===== src/rtl/pm_cap_pkg.sv =====
package pm_cap_pkg;

  typedef enum logic [1:0] {
    PS_D0 = 2'b00,
    PS_D1 = 2'b01,
    PS_D2 = 2'b10,
    PS_D3 = 2'b11
  } pstate_e;

  localparam logic [7:0] CAP_ID_PM  = 8'h01;
  localparam logic [2:0] PM_VERSION = 3'b010;

  typedef struct packed {
    logic hit_hdr;
    logic hit_ctl;
  } dw_sel_t;

  // only the full-power and deepest states are accepted
  function automatic logic pstate_ok(input logic [1:0] s);
    return (s == PS_D0) || (s == PS_D3);
  endfunction

  function automatic logic [31:0] hdr_word(input logic [7:0] nxt);
    return {13'd0, PM_VERSION, nxt, CAP_ID_PM};
  endfunction

  function automatic logic [31:0] ctl_word(input logic [1:0] ps, input logic pme);
    return {23'd0, pme, 6'd0, ps};
  endfunction

endpackage


===== src/rtl/pm_cap_decode.sv =====
module pm_cap_decode
  import pm_cap_pkg::*;
#(
  parameter int unsigned DW_ADDR_W = 6,
  parameter logic [DW_ADDR_W-1:0] HDR_DW = 6'h20
) (
  input  logic [DW_ADDR_W-1:0] dw_addr,
  output dw_sel_t              sel
);
  localparam logic [DW_ADDR_W-1:0] CTL_DW = HDR_DW + 1'b1;

  always_comb begin
    sel.hit_hdr = (dw_addr == HDR_DW);
    sel.hit_ctl = (dw_addr == CTL_DW);
  end
endmodule


===== src/rtl/pm_state_reg.sv =====
module pm_state_reg
  import pm_cap_pkg::*;
(
  input  logic       clk,
  input  logic       rst_n,
  input  logic       pg_rst_n,
  input  logic       wr_ctl,
  input  logic [1:0] wr_be,
  input  logic [1:0] wd_state,
  input  logic       wd_pme,
  output logic [1:0] pstate,
  output logic       pme_en,
  output logic       ev_take,
  output logic       ev_drop
);
  logic wr_b0;
  logic wr_b1;

  assign wr_b0   = wr_ctl && wr_be[0];
  assign wr_b1   = wr_ctl && wr_be[1];
  assign ev_take = wr_b0 && pstate_ok(wd_state);
  assign ev_drop = wr_b0 && !pstate_ok(wd_state);

  always_ff @(posedge clk or negedge rst_n) begin
    if (!rst_n) pstate <= PS_D0;
    else if (ev_take) pstate <= wd_state;
  end

  always_ff @(posedge clk or negedge pg_rst_n) begin
    if (!pg_rst_n) pme_en <= 1'b0;
    else if (wr_b1) pme_en <= wd_pme;
  end

  AST_TAKE_LOADS: assert property (@(posedge clk) disable iff (!rst_n)
    ev_take |=> pstate == $past(wd_state));
  AST_DROP_KEEPS: assert property (@(posedge clk) disable iff (!rst_n)
    ev_drop |=> $stable(pstate));
  AST_NO_B0_KEEPS: assert property (@(posedge clk) disable iff (!rst_n)
    !wr_b0 |=> $stable(pstate));
  AST_PME_HOLD: assert property (@(posedge clk) disable iff (!pg_rst_n)
    !wr_b1 |=> $stable(pme_en));
endmodule


===== src/rtl/pm_cap_readmux.sv =====
module pm_cap_readmux
  import pm_cap_pkg::*;
(
  input  logic        clk,
  input  logic        rst_n,
  input  logic        rd,
  input  dw_sel_t     sel,
  input  logic [31:0] hdr_val,
  input  logic [31:0] ctl_val,
  output logic [31:0] rdata,
  output logic        rd_valid
);
  logic [31:0] rd_next;

  always_comb begin
    rd_next = 32'd0;
    if (sel.hit_hdr) rd_next = hdr_val;
    else if (sel.hit_ctl) rd_next = ctl_val;
  end

  always_ff @(posedge clk or negedge rst_n) begin
    if (!rst_n) begin
      rdata    <= 32'd0;
      rd_valid <= 1'b0;
    end else begin
      rd_valid <= rd;
      if (rd) rdata <= rd_next;
    end
  end

  AST_RD_LATENCY: assert property (@(posedge clk) disable iff (!rst_n)
    rd |=> rd_valid);
  AST_UNMAPPED_ZERO: assert property (@(posedge clk) disable iff (!rst_n)
    (rd && !sel.hit_hdr && !sel.hit_ctl) |=> rdata == 32'd0);
endmodule


===== src/rtl/pm_cap_regs.sv =====
module pm_cap_regs
  import pm_cap_pkg::*;
#(
  parameter int unsigned DW_ADDR_W = 6,
  parameter logic [DW_ADDR_W-1:0] HDR_DW = 6'h20,
  parameter logic [7:0] PTR_BASE = 8'h90,
  parameter logic [7:0] PTR_ALT  = 8'hA0
) (
  input  logic                 clk,
  input  logic                 rst_n,
  input  logic                 pg_rst_n,
  input  logic                 strap_alt,
  input  logic                 cfg_rd,
  input  logic                 cfg_wr,
  input  logic [DW_ADDR_W-1:0] cfg_dw_addr,
  input  logic [3:0]           cfg_be,
  input  logic [31:0]          cfg_wdata,
  output logic [31:0]          cfg_rdata,
  output logic                 cfg_rd_valid,
  output logic                 fn_active
);
  dw_sel_t     sel;
  logic [1:0]  pstate;
  logic        pme_en;
  logic        ev_take;
  logic        ev_drop;
  logic [7:0]  nxt_ptr;
  logic [31:0] hdr_val;
  logic [31:0] ctl_val;
  logic        unused_bits;

  assign unused_bits = ^{cfg_be[3:2], cfg_wdata[31:9], cfg_wdata[7:2]};

  pm_cap_decode #(.DW_ADDR_W(DW_ADDR_W), .HDR_DW(HDR_DW)) u_dec (
    .dw_addr (cfg_dw_addr),
    .sel     (sel)
  );

  pm_state_reg u_st (
    .clk      (clk),
    .rst_n    (rst_n),
    .pg_rst_n (pg_rst_n),
    .wr_ctl   (cfg_wr && sel.hit_ctl),
    .wr_be    (cfg_be[1:0]),
    .wd_state (cfg_wdata[1:0]),
    .wd_pme   (cfg_wdata[8]),
    .pstate   (pstate),
    .pme_en   (pme_en),
    .ev_take  (ev_take),
    .ev_drop  (ev_drop)
  );

  assign nxt_ptr   = strap_alt ? PTR_ALT : PTR_BASE;
  assign hdr_val   = hdr_word(nxt_ptr);
  assign ctl_val   = ctl_word(pstate, pme_en);
  assign fn_active = (pstate == PS_D0);

  pm_cap_readmux u_rd (
    .clk      (clk),
    .rst_n    (rst_n),
    .rd       (cfg_rd),
    .sel      (sel),
    .hdr_val  (hdr_val),
    .ctl_val  (ctl_val),
    .rdata    (cfg_rdata),
    .rd_valid (cfg_rd_valid)
  );

  AST_D3_BLOCKS: assert property (@(posedge clk) disable iff (!rst_n)
    (ev_take && cfg_wdata[1:0] == 2'b11) |=> !fn_active);
  AST_D0_OPENS: assert property (@(posedge clk) disable iff (!rst_n)
    (ev_take && cfg_wdata[1:0] == 2'b00) |=> fn_active);
  AST_HDR_FIXED: assert property (@(posedge clk) disable iff (!rst_n)
    (cfg_rd && sel.hit_hdr) |=> (cfg_rdata[7:0] == 8'h01 && cfg_rdata[31:16] == 16'h0002));
  AST_PTR_STRAP: assert property (@(posedge clk) disable iff (!rst_n)
    (cfg_rd && sel.hit_hdr) |=> cfg_rdata[15:8] == ($past(strap_alt) ? PTR_ALT : PTR_BASE));
  AST_CTL_RSVD: assert property (@(posedge clk) disable iff (!rst_n)
    (cfg_rd && sel.hit_ctl) |=> (cfg_rdata & 32'hFFFF_FEFC) == 32'd0);
endmodule


===== config.mk =====
export PLATFORM = sky130hd
export DESIGN_NAME = pm_cap_regs
export DESIGN_NICKNAME = d
export VERILOG_FILES = /design/src/rtl/pm_cap_pkg.sv /design/src/rtl/pm_cap_decode.sv /design/src/rtl/pm_state_reg.sv /design/src/rtl/pm_cap_readmux.sv /design/src/rtl/pm_cap_regs.sv
export SDC_FILE = /design/constraint.sdc
export NUM_CORES = 1
export LEC_CHECK = 0
export BUFFER_PORTS_ARGS = -buffer_cell sky130_fd_sc_hd__clkbuf_2
export CAP_MARGIN = 0
export CORE_MARGIN = 4
export CORE_UTILIZATION = 32
export CTS_BUF_LIST = sky130_fd_sc_hd__clkbuf_16
export DETAILED_ROUTE_END_ITERATION = 10
export PLACE_DENSITY_LB_ADDON = 0.15
export SLEW_MARGIN = 20
export SYNTH_ARGS = -nofsm -noshare
export SYNTH_HDL_FRONTEND = slang
export SYNTH_SLANG_ARGS = --single-unit

===== constraint.sdc =====
create_clock -name clk -period 1.05 [get_ports clk]
set_input_delay 0.21 -clock clk [delete_from_list [all_inputs] [get_ports clk]]
set_output_delay 0.21 -clock clk [all_outputs]
set_load 0.005 [all_outputs]

Word level (Yosys, flattened, before mapping)
Index checks and enable logic that the tools add are counted.
Storage, ports and cells
  word-level logic and storage cells: 17
  output and inout port bits: 34
  register bits: 36
  bits of input ports: 48
Operators by class
  equal/unequal tests: 3
  mux-type cells: 3
  reductions and logical operators: 7
Operators by type and width (number)
  18-bit two-way mux: 1
  6-bit == test (second input constant): 2
  9-bit two-way mux: 1
  6-bit two-way mux: 1
  1-bit logical AND: 4
  2-bit zero test: 2
  2-bit == test (second input constant): 1
  1-bit logical OR: 1

Longest topological paths before layout
Gate-level depths: netlist of run 1.
  depth after elaboration: 4
  depth in mapped cells: 3
  depth with buffers taken out: 3

Modules after synthesis
Synthesis of run 1 repeated with hierarchy kept, for this count alone.
Unflattened totals
  cells, all modules: 202
  area total of the unflattened synthesis: 1829.3 µm²
Modules (own cells, without submodules)
  pm_cap_readmux: instances 1, cells each 178, area each 1616.6 µm², seq. area each 825.8 µm²
  pm_state_reg: instances 1, cells each 16, area each 163.9 µm², seq. area each 75.1 µm²
  pm_cap_decode: instances 1, cells each 3, area each 27.5 µm², seq. area each 0.0 µm²
  pm_cap_regs: instances 1, cells each 5, area each 21.3 µm², seq. area each 0.0 µm²

Worst setup path before layout of run 1
Ideal clock, no wire load.
  path kind: input to register
  from: in cfg_dw_addr[3]
  to: reg u_st.pme_en
  stages on the path: 3
  path buffers: 0
  data arrival time: 1.247 ns
  slack: -0.321 ns
  setup time: 0.125 ns
  cells stage by stage: or4b_4 -> nor3_2 -> mux2_2
On the way
  cells in the longest elaborated chain, start to end: 3
Ends and longest elaborated chain
  start, declared: RTL line pm_cap_regs.sv:15  | input logic [DW_ADDR_W-1:0] cfg_dw_addr,
  6-bit == test: RTL line pm_cap_decode.sv:14  | sel.hit_ctl = (dw_addr == CTL_DW);
  1-bit logical AND: RTL line pm_cap_regs.sv:43  | .wr_ctl (cfg_wr && sel.hit_ctl),
  1-bit logical AND: RTL line pm_state_reg.sv:20  | assign wr_b1 = wr_ctl && wr_be[1];
  end signal, assigned: RTL line pm_state_reg.sv:31  | else if (wr_b1) pme_en <= wd_pme;
  end, declared: RTL line pm_state_reg.sv:12  | output logic pme_en,
Every way passes these cells.
A chain may end at the register's enable or synchronous reset.

Worst setup path in the final report of run 1
  from: in cfg_dw_addr[4]
  to: reg u_rd.rdata[12]
On the way
  cells in the longest elaborated chain, start to end: 2
Ends and longest elaborated chain
  6-bit == test: RTL line pm_cap_decode.sv:13  | sel.hit_hdr = (dw_addr == HDR_DW);
  18-bit two-way mux: RTL line pm_cap_readmux.sv:17  | if (sel.hit_hdr) rd_next = hdr_val;
  end signal, assigned: RTL line pm_cap_readmux.sv:27  | if (rd) rdata <= rd_next;
  end, declared: RTL line pm_cap_readmux.sv:10  | output logic [31:0] rdata,
Every way passes these cells.

==> results of run 1 <==
==> through the flow <==
stage | util | total power [mW]
global placement | 0.383 | 0.513
floorplan | - | 0.516
CTS | 0.462 | 1.19
global route | 0.477 | 1.24
detailed placement | 0.383 | 0.513
finish | 0.477 | 1.19
==> state kept, by name, indices dropped and copies added (netlist names) <==
register and flops:
u_st.pstate 2, u_st.pme_en 1, u_rd.rd_valid 1, u_rd.rdata 6
==> where the power goes <==
part	leakage, nW	switching (mW)	internal, mW
clock	0.0370	0.158	0.492
sequential	0.126	0.00374	0.395
combinational	0.344	0.0778	0.0661
total	0.507	0.239	0.953
==> worst min-delay path by stage <==
stage                  from             to  slack, ns  cells after the start
6_report       cfg_wdata[8]    u_st.pme_en       0.21                      2
5_1_grt        cfg_wdata[8]    u_st.pme_en       0.22                      2
4_1_cts        cfg_wdata[8]    u_st.pme_en       0.21                      2
3_5_place_dp       pg_rst_n    u_st.pme_en      -0.01                      1
3_3_place_gp       pg_rst_n    u_st.pme_en      -0.01                      1
2_1_floorplan         rst_n  u_rd.rd_valid      -0.09                      0
==> layout make-up <==
class                   instances  area (sq um)  area share
clock buffers                   3          75.1      0.0795
multi-input cells              52           374       0.396
flip-flops and latches         10           250       0.265
well taps                      27          33.8      0.0358
repair buffers                 35           211       0.224
==> critical path: stages <==
cell and delay [ns]:
buf_6 0.09, or4b_4 0.55, buf_4 0.19, nor4_4 0.15, mux2_4 0.18
==> metal layers <==
layer / part of all wire / vias up
met3: 0.13 / 2
li1: - / 253
met5: 0 / -
met1: 0.40 / 222
met4: 0.0056 / 0
met2: 0.47 / 34
==> repair_timing <==
| action | CTS | global route |
|---|---|---|
| endpoints found under the hold margin | 10 | 0 |
| resized for setup | 8 | 5 |
| gates cloned | 0 | 0 |
| setup buffers | 3 | 0 |
| endpoints found under the setup margin | 8 | 10 |
| pin swaps | 2 | 5 |
| hold buffers | 2 | 0 |
==> cell usage after synthesis <==
library cell	n	area, sq um
nor2_1	2	7.51
nor4bb_1	1	10.0
nor3_2	1	10.0
o21a_1	2	15.0
nand2_1	1	3.75
and4_1	1	8.76
nand2b_1	1	6.26
a31o_2	2	17.5
nor3_1	1	5.00
a41o_1	2	20.0
nor4_1	1	6.26
and4bb_2	1	12.5
conb_1	1	3.75
nand3_1	1	5.00
nor2b_1	4	25.0
dfrtp_1	10	250
mux2_2	3	33.8
buf_4	26	195
a211o_1	2	17.5
clkbuf_1	1	3.75
or4b_4	1	13.8
==> cell usage in the layout, fill, tap and decap left out <==
cell type and instances:
a211o_1 2, a31o_2 2, a41o_1 2, and4_1 1
and4bb_2 1, buf_2 1, buf_4 8, buf_6 1
clkbuf_16 3, clkbuf_2 23, conb_1 25, dfrtp_1 10
dlygate4sd3_1 2, mux2_2 1, mux2_4 2, nand2_1 1
nand2b_1 1, nand3_1 1, nor2_1 1, nor2_4 1
nor2b_1 4, nor3_4 2, nor4_4 1, nor4bb_4 1
o21a_1 2, or4b_4 1
==> cell families after synthesis <==
family | count (synthesis) | share of synthesized area
buf+inv | 27 | 0.297
simple gates | 16 | 0.170
flops | 10 | 0.373
other cells | 1 | 0.00559
compound gates | 8 | 0.104
mux | 3 | 0.0504
==> flow_summary.toml, run 1 <==
[placed_design]
place_inst = 119
gp_congestion = 0.697
port_buffers = 25
dp.final_hpwl_microns = 1020
placed_area_sq_um = 758
dpl_worst_slack_ns = -0.431

[global_route]
antenna_found_initial = 0
busiest_layer = "met2"
grt.total_usage = 0.108
use_met2 = 0.165
grt_pass1_wl_microns = 2190
grt_max_degree = 12
overflow = 0
grt_pass1_vias = 516
use_met1 = 0.132
use_met3 = 0.0499

[clocking]
clk_pin_slew_ns = 0.04
cts_sinks = 10
cts_tree = "built"
clk_latency_ns = 0.23
clock-root-buffer = "clkbuf_16"
cts_buffer_depth = 2
htreeDepth = 1
numCtsBuffers = 3

[timing]
setup_viol_count_final = 7
rsz0062_at_grt = "true"
fmax_mhz = 839
fin_ws_ns = -0.142
hold_ws_ns = 0.210
finalSetupTns_ns = -0.711
fin_crit_sh = 1.14
finalClockSkew_ns = 0.000537
period_needed_ns = 1.19
hold_viol = 0
slew_viol_final = 0

[synthesis]
postSynthCellCount = 65
syn_avg_cell_area_sq_um = 10.3
ys_warn_count = 0
synth.cell_area_sq_um = 671
ys_seq_area_frac = 0.373
ys_ff_latch = 10
ys_types = 21

[worst_setup_path]
cp-startpoint = "cfg_dw_addr[4]"
end_kind = "flip-flop"
arrival_ns = 1.36
ff2ff_setup_slack_ns = 0.07
regToRegEndpoint = "u_rd.rdata[0]"
crit_path_end = "u_rd.rdata[12]"
r2r_cells = 3
critPathKind = "in2reg"
crit_fanout = 3
cp-start-kind = "input pin"
cp.required_ns = 1.22
rr_startpoint = "u_st.pstate[0]"

[routing]
drc_errors = 0
ant_nets = 0
first_pass_iters = 4
drtIter0Drc = 1
wl_microns = 1420
routedWlPerCell_microns = 11.2
num_vias = 511
vias_per_cell = 4.02

[floorplan]
die_w_microns = 53.8
die_h_microns = 53.8
die_area_sq_um = 2890
rows = 16
ios = 82
start_util = 0.338
core_area_sq_um = 1980

[outcome]
violations = "negative setup slack"
outcome = "complete, but fails checks"

[layout]
final.fill_count = 204
final_nets = 150
drive_above_1_share = 0.480
syn_to_final_growth_pct = 40.9
diodes = 0
stdcell_area_sq_um = 945
final_cells = 127

[min_path]
hold_class = "in2reg"

[power_and_ir_drop]
power_leakage_nw = 0.507
vdd_drop_max_mv = 1.08
p_per_area_nw_per_um2 = 1260

[run]
drv_cap = 0
(Power assumes the default switching activity.)
==> inputs of run 2 (changes only) <==
--- a/config.mk
+++ b/config.mk
@@ -8,11 +8,12 @@
 export BUFFER_PORTS_ARGS = -buffer_cell sky130_fd_sc_hd__clkbuf_2
 export CAP_MARGIN = 0
 export CORE_MARGIN = 4
-export CORE_UTILIZATION = 32
+export CORE_UTILIZATION = 45
 export CTS_BUF_LIST = sky130_fd_sc_hd__clkbuf_16
 export DETAILED_ROUTE_END_ITERATION = 10
 export PLACE_DENSITY_LB_ADDON = 0.15
 export SLEW_MARGIN = 20
 export SYNTH_ARGS = -nofsm -noshare
 export SYNTH_HDL_FRONTEND = slang
+export SYNTH_HIERARCHICAL = 1
 export SYNTH_SLANG_ARGS = --single-unit
==> run 2 against run 1 <==
The run still ends with negative setup slack left; routed wire length rose to 2.8 times the previous value; synthesized cell count grew to 3.0 times the previous value; clock power grew to 2.5 times the previous value; critical path depth rose by 1; first-iteration DRC count grew to 84 times the previous value; register-to-register slack improved by 0.08 ns; worst setup slack lost 0.22 ns; critical path type unchanged; critical endpoint is now u_st/pme_en; highest routed layer unchanged.
==> flow_summary.toml, run 2 <==
[layout]
final_nets = 362
diodes = 0
mostFrequentLayoutCells = "conb_1, clkbuf_2, dfrtp_1"
fin_util = 0.694
final_cells = 363
final.fill_count = 324
multiInputGateArea_sq_um = 1040
syn_to_final_growth_pct = 45.0
final-seq-area_sq_um = 901
largest_reg_flops = 32
top_register = "u_rd/rdata"
final_common_cell = "conb_1"
reg_top3 = "u_rd/rdata (32), u_st/pstate (2)"
drive_above_1_share = 0.270

[clocking]
numCtsBuffers = 5
clk_latency_ns = 0.27
cts_sinks = 36
clock-root-buffer = "clkbuf_16"
cts_tree = "built"
htreeDepth = 2
cts_buffer_depth = 2
clk_pin_slew_ns = 0.06

[synthesis]
postSynthCellCount = 198
synth.cell_area_sq_um = 1810
ys_warn_count = 6
syn_avg_cell_area_sq_um = 9.12

[power_and_ir_drop]
combPwrFrac = 0.111
p_per_area_nw_per_um2 = 1370
switching_share = 0.224
seqPwrFrac = 0.430
power_leakage_nw = 1.24
switchingPower_mw = 0.800
p_int_mw = 2.78
vdd_drop_max_mv = 0.772
pwr-share-clk = 0.459

[global_route]
overflow = 0
grt_pass1_vias = 1548
grt_max_degree = 36
grt.total_usage = 0.168
grt_pass1_wl_microns = 6840
antenna_found_initial = 0

[routing]
wl_met3_microns = 223
num_vias = 1643
route.met2.wl_microns = 1960
top_layer_used = "met4"
routedWlPerCell_microns = 10.9
ant_nets = 0
drc_errors = 0
vias_per_cell = 4.53
wl_microns = 3970
first_pass_iters = 4
drtIter0Drc = 84
met1_length_microns = 1750

[timing]
hold_viol = 0
fmax_mhz = 710
fin_ws_ns = -0.358
period_needed_ns = 1.41
setup_viol_count_final = 11
rsz0062_at_grt = "true"
hold_ws_ns = 0.168
slew_viol_final = 0
finalSetupTns_ns = -2.89
finalClockSkew_ns = 0.00113
fin_crit_sh = 1.34

[worst_setup_path]
arrival_ns = 1.57
cp-start-kind = "input pin"
end_kind = "flip-flop"
critPathKind = "in2reg"
cp.required_ns = 1.21
crit_fanout = 2

[floorplan]
die_area_sq_um = 5090
die_w_microns = 71.3
core_area_sq_um = 3770
rows = 22
die_h_microns = 71.3
ios = 82
start_util = 0.479

[outcome]
violations = "negative setup slack"
outcome = "complete, but fails checks"

[placed_design]
dp.final_hpwl_microns = 2660
dpl_worst_slack_ns = -0.632
port_buffers = 50
gp_congestion = 0.737
place_inst = 350

[min_path]
hold_class = "in2reg"

[run]
drv_cap = 0
-- run 2: cell count changes in the layout (fill, tap and decap cells not counted), sizes merged, moves of 4 or more --
| cell | change |
|---|---|
| buf | +9 |
| conb | +34 |
| dfrtp | +26 |
| nor2b | -4 |
| nor2 | +31 |
| a31oi | +32 |
| nand3b | +32 |
| nand2 | +32 |
| clkbuf | +27 |
-- run 2: final timing paths --
| kind | start | cells past startpoint | endpoint | slack (ns) |
|---|---|---|---|---|
| max | cfg_dw_addr[2] | 6 | u_st/pme_en | -0.36 |
| min | cfg_wdata[8] | 2 | u_st/pme_en | 0.17 |
| max reg2reg | u_st/pstate[1] | 3 | u_st/pstate[1] | 0.15 |
| min reg2reg | u_st/pme_en | 1 | u_st/pme_en | 0.53 |
| max in group asynchronous | rst_n | 3 | u_rd/rdata[10] | 0.44 |
| min in group asynchronous | pg_rst_n | 2 | u_st/pme_en | 0.24 |
-- run 2: what timing repair did --
action                                  in CTS  in global routing
pin swaps                                    1                  0
endpoints found under the setup margin      11                 11
hold endpoints to repair                    36                  0
buffers inserted                             3                  0
hold buffers                                 2                  0
gates resized for setup                      2                  6
-- run 2: worst max-delay path: stages --
cell     delay, ns
buf_6         0.09
or4b_4        0.55
nor3b_4       0.21
and2_4        0.18
nand2_2       0.05
mux2_4        0.29
-- run 2: layout make-up --
type | instances | area share
Inverter | 1 | 0.00143
Tap cell | 48 | 0.0229
Timing Repair Buffer | 69 | 0.172
Multi-Input combinational cell | 201 | 0.398
Clock inverter | 3 | 0.0148
Sequential cell | 36 | 0.344
Clock buffer | 5 | 0.0478
-- run 2: metal layers --
| metal | vias up | track usage |
|---|---|---|
| li1 | 861 | - |
| met1 | 733 | 0.204 |
| met2 | 47 | 0.288 |
| met3 | 2 | 0.0519 |
| met4 | 0 | 0.0501 |
| met5 | - | 0 |
-- run 2: power by group through the flow --
stage          registers, mW  clock network (mW)  logic [mW]
2_1_floorplan           1.56                   0       0.171
3_3_place_gp            1.56                   0       0.384
3_5_place_dp            1.56                   0       0.389
4_1_cts                 1.54                1.68       0.397
5_1_grt                 1.55                1.76       0.455
6_report                1.54                1.64       0.398
-- run 2: metrics by stage --
stage                     total power [mW]  cell area, sq um
after floorplan                       1.73              2030
after global placement                1.94              2380
after detailed placement              1.95              2380
after CTS                             3.62              2600
after global routing                  3.76              2620
final                                 3.58              2620
==> inputs of run 3 (changes only) <==
--- a/config.mk
+++ b/config.mk
@@ -7,10 +7,12 @@
 export LEC_CHECK = 0
 export BUFFER_PORTS_ARGS = -buffer_cell sky130_fd_sc_hd__clkbuf_2
 export CAP_MARGIN = 0
+export CELL_PAD_IN_SITES_DETAIL_PLACEMENT = 0
+export CELL_PAD_IN_SITES_GLOBAL_PLACEMENT = 1
 export CORE_MARGIN = 4
-export CORE_UTILIZATION = 45
-export CTS_BUF_LIST = sky130_fd_sc_hd__clkbuf_16
+export CORE_UTILIZATION = 35
 export DETAILED_ROUTE_END_ITERATION = 10
+export HOLD_SLACK_MARGIN = 0.02
 export PLACE_DENSITY_LB_ADDON = 0.15
 export SLEW_MARGIN = 20
 export SYNTH_ARGS = -nofsm -noshare
==> run 3 against run 2 <==
Worst setup slack improved by 0.042 ns; the flow still finishes with violations (negative setup slack); sequential share of layout area increased by 0.76 points; routed wire length increased by 0.73%; worst hold slack improved by 0.0011 ns; critical endpoint unchanged; largest power group is now registers.
==> flow_summary.toml, run 3 (synthesis gave the netlist of run 2 again) <==
[timing]
hold_viol = 0
setup_viol_count_final = 11
fin_ws_ns = -0.316
rsz0062_at_grt = "true"
finalSetupTns_ns = -2.85
hold_ws_ns = 0.169
slew_viol_final = 0
fin_crit_sh = 1.30
fmax_mhz = 732
finalClockSkew_ns = 0.00101
period_needed_ns = 1.37

[worst_setup_path]
crit_fanout = 2
critPathKind = "in2reg"
cp-startpoint = "cfg_dw_addr[2]"
ff2ff_setup_slack_ns = 0.18
rr_startpoint = "u_st/pstate[1]"
crit_path_end = "u_st/pme_en"
end_kind = "flip-flop"
arrival_ns = 1.53
regToRegEndpoint = "u_st/pstate[1]"
cp.required_ns = 1.22
r2r_cells = 3
cp-start-kind = "input pin"

[layout]
final_common_cell = "conb_1"
final_nets = 361
diodes = 0
drive_above_1_share = 0.258
largest_reg_flops = 32
stdcell_area_sq_um = 2560
reg_top3 = "u_rd/rdata (32), u_st/pstate (2)"
top_register = "u_rd/rdata"
syn_to_final_growth_pct = 41.9
mostFrequentLayoutCells = "conb_1, clkbuf_2, dfrtp_1"
final_cells = 381

[clocking]
clk_pin_slew_ns = 0.07
clock-root-buffer = "clkbuf_8"
cts_sinks = 36
numCtsBuffers = 5
cts_tree = "built"
clk_latency_ns = 0.28
cts_buffer_depth = 2
htreeDepth = 2

[power_and_ir_drop]
switching_share = 0.247
finalPower_mw = 2.92
vdd_drop_max_mv = 0.441
combPwrFrac = 0.135
power_leakage_nw = 1.19
p_int_mw = 2.20
switchingPower_mw = 0.721
pwr-share-clk = 0.341
seqPwrFrac = 0.525
p_per_area_nw_per_um2 = 1140

[routing]
drc_errors = 0
ant_nets = 0
wl_microns = 4000
drtIter0Drc = 94
routedWlPerCell_microns = 10.5
vias_per_cell = 4.19
num_vias = 1597
first_pass_iters = 5

[outcome]
outcome = "complete, but fails checks"
violations = "negative setup slack"

[global_route]
grt_max_degree = 36
grt.total_usage = 0.137
grt_pass1_wl_microns = 6910
grt_pass1_vias = 1515
overflow = 0
antenna_found_initial = 0

[placed_design]
gp_congestion = 0.732
place_inst = 368
port_buffers = 50
dp.final_hpwl_microns = 2670
placed_area_sq_um = 2400

[floorplan]
rows = 25
die_w_microns = 79.8
die_h_microns = 79.8
die_area_sq_um = 6370
ios = 82
core_area_sq_um = 4850
start_util = 0.372

[min_path]
hold_class = "in2reg"

[run]
drv_cap = 0
run 3: changes by cell type in the layout (fill, tap and decap cells not counted), moves of 2 or more:
cell	change
nand2_2	-2
clkbuf_16	-5
nand2_1	+2
clkbuf_1	+2
clkbuf_8	+6
run 3: per-stage QoR:
stage | utilization | setup WS (ns)
2_1_floorplan | - | -0.582
3_3_place_gp | 0.495 | -0.626
3_5_place_dp | 0.495 | -0.636
4_1_cts | 0.523 | -0.303
5_1_grt | 0.529 | -0.370
6_report | 0.529 | -0.316
run 3: per-layer routing:
| layer | up-vias | routed length (microns) | GRT usage |
|---|---|---|---|
| li1 | 859 | - | - |
| met1 | 697 | 1900 | 0.167 |
| met2 | 36 | 1870 | 0.236 |
| met3 | 5 | 155 | 0.0305 |
| met4 | 0 | 64 | 0.0507 |
| met5 | - | 0 | 0 |
run 3: repair_timing:
action / in CTS / in global routing
cloned: 1 / 0
setup buffers: 2 / 0
hold buffers: 2 / 0
setup endpoints to repair: 11 / 12
resized for setup: 2 / 7
pin swaps: 1 / 4
hold endpoints to repair: 36 / 0
run 3: worst min path at each step:
stage                               end  slack [ns]    startpoint  cells past startpoint
after floorplan           u_rd/rd_valid       -0.09         rst_n                      0
after global placement      u_st/pme_en       -0.01      pg_rst_n                      1
after detailed placement    u_st/pme_en      -0.009      pg_rst_n                      1
after CTS                   u_st/pme_en        0.16  cfg_wdata[8]                      2
after global routing        u_st/pme_en        0.16  cfg_wdata[8]                      2
final                       u_st/pme_en        0.17  cfg_wdata[8]                      2
run 3: final cells by class:
type / count / area, sq um
Clock buffer: 8 / 90.1
Fill cell: 499 / 2290
Inverter: 1 / 3.75
Multi-Input combinational cell: 201 / 1050
Sequential cell: 36 / 901
Tap cell: 67 / 83.8
Timing Repair Buffer: 68 / 435
run 3: critical path: stages:
cell	delay (ns)
clkbuf_2	0.08
or4b_4	0.55
nor3b_4	0.20
and2_4	0.17
nand2_2	0.05
mux2_4	0.28
run 3: power by group through the flow:
stage	clock, mW	combinational (mW)	sequential [mW]
floorplan	0	0.171	1.56
global placement	0	0.388	1.56
detailed placement	0	0.389	1.56
CTS	1.05	0.398	1.54
global route	1.12	0.456	1.55
finish	0.995	0.393	1.53
